**config.mk**
```make
export PLATFORM = sky130hd
export DESIGN_NAME = dma_regfile
export DESIGN_NICKNAME = d
export VERILOG_FILES = /design/src/rtl/dma_regfile.sv
export SDC_FILE = /design/constraint.sdc
export NUM_CORES = 1
export LEC_CHECK = 0
export ABC_AREA = 1
export ABC_CLOCK_PERIOD_IN_PS = 1720
export BUFFER_PORTS_ARGS = -buffer_cell sky130_fd_sc_hd__buf_2
export CAP_MARGIN = 20
export CORE_MARGIN = 1
export CORE_UTILIZATION = 30
export CTS_BUF_LIST = sky130_fd_sc_hd__clkbuf_4 sky130_fd_sc_hd__clkbuf_8 sky130_fd_sc_hd__clkbuf_16
export DETAILED_ROUTE_END_ITERATION = 16
export GPL_TIMING_DRIVEN = 0
export HOLD_SLACK_MARGIN = 0.08
export PLACE_DENSITY = 0.55
export SLEW_MARGIN = 20
export SYNTH_ARGS = -nofsm -noshare
export SYNTH_HDL_FRONTEND = slang
export SYNTH_SLANG_ARGS = --single-unit
```
**constraint.sdc**
```tcl
create_clock -name clk -period 1.72 [get_ports clk]
set_input_delay 0.344 -clock clk [delete_from_list [all_inputs] [get_ports clk]]
set_output_delay 0.344 -clock clk [all_outputs]
set_load 0.05 [all_outputs]
```
**src/rtl/dma_regfile.sv**
```systemverilog
module dma_regfile #(
  parameter int NCH = 4,
  parameter int RW  = 16,
  parameter int DW  = 8
) (
  input  logic              clk,
  input  logic              rst_n,
  input  logic              cs_n,
  input  logic              rd_n,
  input  logic              wr_n,
  input  logic [3:0]        addr,
  input  logic [DW-1:0]     wr_data,
  output logic [DW-1:0]     rd_data,
  input  logic [NCH-1:0]    tc_hit,
  input  logic              reload_done,
  output logic [DW-1:0]     mode,
  output logic [NCH*RW-1:0] chan_ptr,
  output logic [NCH*RW-1:0] chan_cnt
);
  localparam int CW = $clog2(NCH);

  logic [NCH-1:0][RW-1:0] ptr_q, cnt_q;
  logic [NCH-1:0]         tcf_q;
  logic                   upd_q, tgl_q;
  logic                   wr_act_q, rd_act_q;
  logic [3:0]             rd_addr_q;
  logic [DW-1:0]          mode_q;

  wire          wr_act  = !cs_n && !wr_n;
  wire          rd_act  = !cs_n && !rd_n;
  wire          wr_go   = wr_act && !wr_act_q;
  wire          rd_end  = rd_act_q && !rd_act;
  wire          ch_wr   = wr_go && !addr[3];
  wire          ch_rend = rd_end && !rd_addr_q[3];
  wire          st_rend = rd_end && rd_addr_q[3];
  wire [CW-1:0] sel     = addr[CW:1];

  assign chan_ptr = ptr_q;
  assign chan_cnt = cnt_q;
  assign mode     = mode_q;

  always_ff @(posedge clk or negedge rst_n) begin
    if (!rst_n) begin
      ptr_q     <= '0;
      cnt_q     <= '0;
      tcf_q     <= '0;
      upd_q     <= 1'b0;
      tgl_q     <= 1'b0;
      wr_act_q  <= 1'b0;
      rd_act_q  <= 1'b0;
      rd_addr_q <= '0;
      mode_q    <= '0;
    end else begin
      wr_act_q <= wr_act;
      rd_act_q <= rd_act;
      if (rd_act) rd_addr_q <= addr;
      tgl_q <= tgl_q ^ ch_wr ^ ch_rend;
      if (wr_go && addr == 4'b1000) mode_q <= wr_data;
      if (ch_wr) begin
        if (addr[0]) begin
          if (tgl_q) cnt_q[sel][RW-1:DW] <= wr_data;
          else       cnt_q[sel][DW-1:0]  <= wr_data;
        end else begin
          if (tgl_q) ptr_q[sel][RW-1:DW] <= wr_data;
          else       ptr_q[sel][DW-1:0]  <= wr_data;
        end
      end
      tcf_q <= (tcf_q & ~{NCH{st_rend}}) | tc_hit;
      upd_q <= (upd_q & ~st_rend) | reload_done;
    end
  end

  logic [RW-1:0] word;
  always_comb begin
    word    = addr[0] ? cnt_q[sel] : ptr_q[sel];
    rd_data = '0;
    if (rd_act) begin
      if (addr[3]) rd_data = DW'({upd_q, tcf_q});
      else         rd_data = tgl_q ? word[RW-1:DW] : word[DW-1:0];
    end
  end

  AST_NO_CS_WRITE: assert property (@(posedge clk) disable iff (!rst_n)
    cs_n |=> ($stable(chan_ptr) && $stable(chan_cnt) && $stable(mode)));
  AST_TOGGLE_IDLE: assert property (@(posedge clk) disable iff (!rst_n)
    (!wr_act && !rd_act_q) |=> $stable(tgl_q));
  AST_MODE_HOLD: assert property (@(posedge clk) disable iff (!rst_n)
    !(wr_go && addr == 4'b1000) |=> $stable(mode));
  AST_STATUS_TOP: assert property (@(posedge clk) disable iff (!rst_n)
    (rd_act && addr[3]) |-> rd_data[DW-1:NCH+1] == '0);
  AST_FLAG_SET: assert property (@(posedge clk) disable iff (!rst_n)
    (|tc_hit) |=> (tcf_q & $past(tc_hit)) == $past(tc_hit));
  AST_FLAG_STICKY: assert property (@(posedge clk) disable iff (!rst_n)
    !st_rend |=> (tcf_q & $past(tcf_q)) == $past(tcf_q));
  AST_ONE_WRITE: assert property (@(posedge clk) disable iff (!rst_n)
    (wr_act && wr_act_q && !rd_act_q) |=> $stable(tgl_q));
  AST_IDLE_ZERO: assert property (@(posedge clk) disable iff (!rst_n)
    (rd_n || cs_n) |-> rd_data == '0);
endmodule

```
==> metrics.csv <==
metric;value;unit
dpl cells;1298;
P&R area growth vs syn;37.6;%
Final WS setup;-0.339;ns
Buf+Inv Stages, Crit Path;4;
f_max;486;MHz
Vert. Die Dim;154;um
Num CTS Buffers;17;
die area;23800;um^2
gr usage total;22.5;%
failing checks;setup timing;
synth warn;0;
Crit path largest cell delay;0.39;ns
top post-synthesis cells by area;dfrtp_1 52%, nand2_1 20%, o21ai_1 8.0%;
cell taking the most area after synthesis;dfrtp_1;
worst-skew pair later-pin latency;0.43;ns
post-synthesis instance total;849;
top layer in use;met4;
multi-input logic area;3070;um^2
antenna violations before repair;0;
Hold Crit Start;wr_n;
antenna viol nets, final;0;
r2r startpoint;tgl_q$_DFF_PN0_;
total wire length;26100;um
initial core utilization;30.6;%
Critical Path Slowest Stage Cell;dfrtp_1;
Async SR Flop Fraction;100;%
gpl congestion;0.928;
met3 wire length;1880;um
via count;6666;
top-count cell post-synth;nand2_1;
final count of hold timing violations;0;
crit path max fanout;7;
clock-pin slew on the worst setup and hold paths;0.06;ns
hold path depth;2;
Fill cells;2323;
number of flops mapped to enable cells by yosys;0;
grt total ovfl;0;
fin util;42.1;%
met2 WL;12000;um
CTS tree;yes;
Mean Syn Cell Area;8.19;um^2
worst r2r dst;chan_cnt[55]$_DFFE_PN0P_;
pwr dens;1530;nW/um^2
Worst Setup Start Kind;register;
clock sink total;145;
status;finished with violations;
Seq/Total Area, Yosys;52.2;%
FF-to-FF path depth;7;
Static Leak;5.24;nW
Diodes inserted;0;
family with the most delay on the worst path;buffers and inverters;
minimum clock period;2.06;ns
root buf cell;clkbuf_16;
DP HPWL;19400;um
H-Tree Depth;4;
Core ar.;22700;um^2
WHS Endpoint;wr_act_q$_DFF_PN0_;
TritonRoute pass-1 iters;5;
Final #Nets;1106;
Max rail drop VDD;0.704;mV
Max-Cap Viols;0;
post-synth top area share;52.2;%
# rows;55;
Seq cells post-synth;145;
Register Area;3630;um^2
port bufs;163;
Die Width;154;um
Met1 Wirelength;11700;um
Final setup viols;8;
Worst EP arrival;1.71;ns
Netlist cell types;25;
DRC;0;
Max clock buf depth;2;
Slew @ Worst Pin;0.782;ns
Layout Cells excl Fill;1382;
critical path endpoint category;primary output;
Worst slew margin;47.9;%
Setup CP Type;reg2out;
Reg2Reg Setup Slack;0.09;ns
first-pass GRT wire length;39200;um
layout cells sized above 1;33.7;%
drt wl/cell;18.9;um
RSZ-0062 raised after global routing;true;
ys flop type;dfrtp_1;
largest net degree at the start of global routing;83;
WP data required;1.38;ns
Mapped Nets;871;
Fin Clk Skew;0.00891;ns
max-slew violations;0;
DRT iter0 DRCs;479;
Total Power;14.6;mW
commonest cells in the netlist;379 x nand2_1, 145 x dfrtp_1, 111 x o21ai_1;
io pins;166;
critical path, cell by cell;buf_6, clkbuf_16, nand2_4, inv_2, nand3_2, nand3_2, a21oi_4, buf_6;
Worst Hold Class;in2reg;
Syn Std Cell Area;6950;um^2
vias in the first global route;6423;
vias per cell;4.82;
Final Cycle Share;120;%
worst slack, placed;-0.708;ns
worst max-delay path by stage:
stage | from | to | cells past startpoint
floorplan | addr[1] | rd_data[5] | 9
global placement | rst_n | tcf_q[0]$_DFF_PN0_ | 1
detailed placement | addr[2] | rd_data[0] | 10
CTS | tgl_q$_DFF_PN0_ | rd_data[7] | 6
global route | tgl_q$_DFF_PN0_ | rd_data[5] | 7
finish | tgl_q$_DFF_PN0_ | rd_data[5] | 8
flip-flops by register name, summed over array words and instances (netlist names):
name	cells
upd_q	1
rd_addr_q	1
chan_cnt	64
chan_ptr	64
rd_act_q	1
tcf_q	4
tgl_q	1
wr_act_q	1
mode	8
repair_timing:
item                       CTS  global route
setup buffers               38            13
hold endpoints to repair    63             0
cloned                       1             0
gates resized for setup     57            20
hold buffers                 1             0
pin swaps                    8            11
setup endpoints to repair    8             9
through the flow:
step / hold WS [ns] / instance area [um^2] / setup TNS (ns)
after floorplan: 0.0484 / 7100 / -0.0322
after global placement: 0.465 / 8270 / -283.85
after detailed placement: 0.326 / 8310 / -6.51
after CTS: 0.0953 / 9400 / -2.34
after global routing: 0.0988 / 9560 / -2.84
final: 0.104 / 9560 / -2.25
report_power, final:
group / leakage (nW) / switching (mW) / internal (mW)
sequential: 1.92 / 0.624 / 4.13
combinational: 3.03 / 4.42 / 1.67
clock: 0.290 / 1.48 / 2.30
logic make-up (layout without fill, tap and decap cells):
group / count (synthesis) / in the layout / share of synthesized area (%)
AOI/OAI and AO/OA: 149 / 149 / 11.8
xor gates and xnor gates: 2 / 2 / 0.252
buffers and inverters: 81 / 329 / 6.50
DFF: 145 / 145 / 52.2
and+or+nand+nor: 472 / 472 / 29.2
routing by layer:
layer	vias to the layer above	global-route usage (%)
li1	3199	-
met1	3203	30.4
met2	239	35.1
met3	25	5.91
met4	0	6.81
met5	-	0
layout make-up:
| cell class | instances | share of cell area, % |
|---|---|---|
| Buffer | 46 | 4.46 |
| Sequential cell | 145 | 37.9 |
| Tap cell | 285 | 3.73 |
| Multi-Input combinational cell | 623 | 32.1 |
| Clock buffer | 22 | 5.04 |
| Inverter | 34 | 1.44 |
| Clock inverter | 10 | 1.32 |
| Timing Repair Buffer | 217 | 14.0 |
layout by cell type (no fill, tap or decap), drive strengths merged:
| cell type | n |
|---|---|
| a21oi | 8 |
| buf | 246 |
| bufinv | 2 |
| clkbuf | 38 |
| clkinv | 4 |
| clkinvlp | 3 |
| dfrtp | 145 |
| dlygate4sd3 | 1 |
| inv | 35 |
| nand2 | 396 |
| nand3 | 45 |
| nand3b | 3 |
| nand4 | 4 |
| nor2 | 22 |
| nor3 | 1 |
| o21ai | 136 |
| o21bai | 5 |
| or2 | 1 |
| xor2 | 2 |
worst register-to-register path, delay by kind of cell (launching register included):
kind / cells / cell delay [ns]
and+or+nand+nor: 3 / 0.54
DFF: 1 / 0.39
AOI/OAI and AO/OA: 1 / 0.06
buffers and inverters: 3 / 0.49
Power figures use the tool's default switching activity.
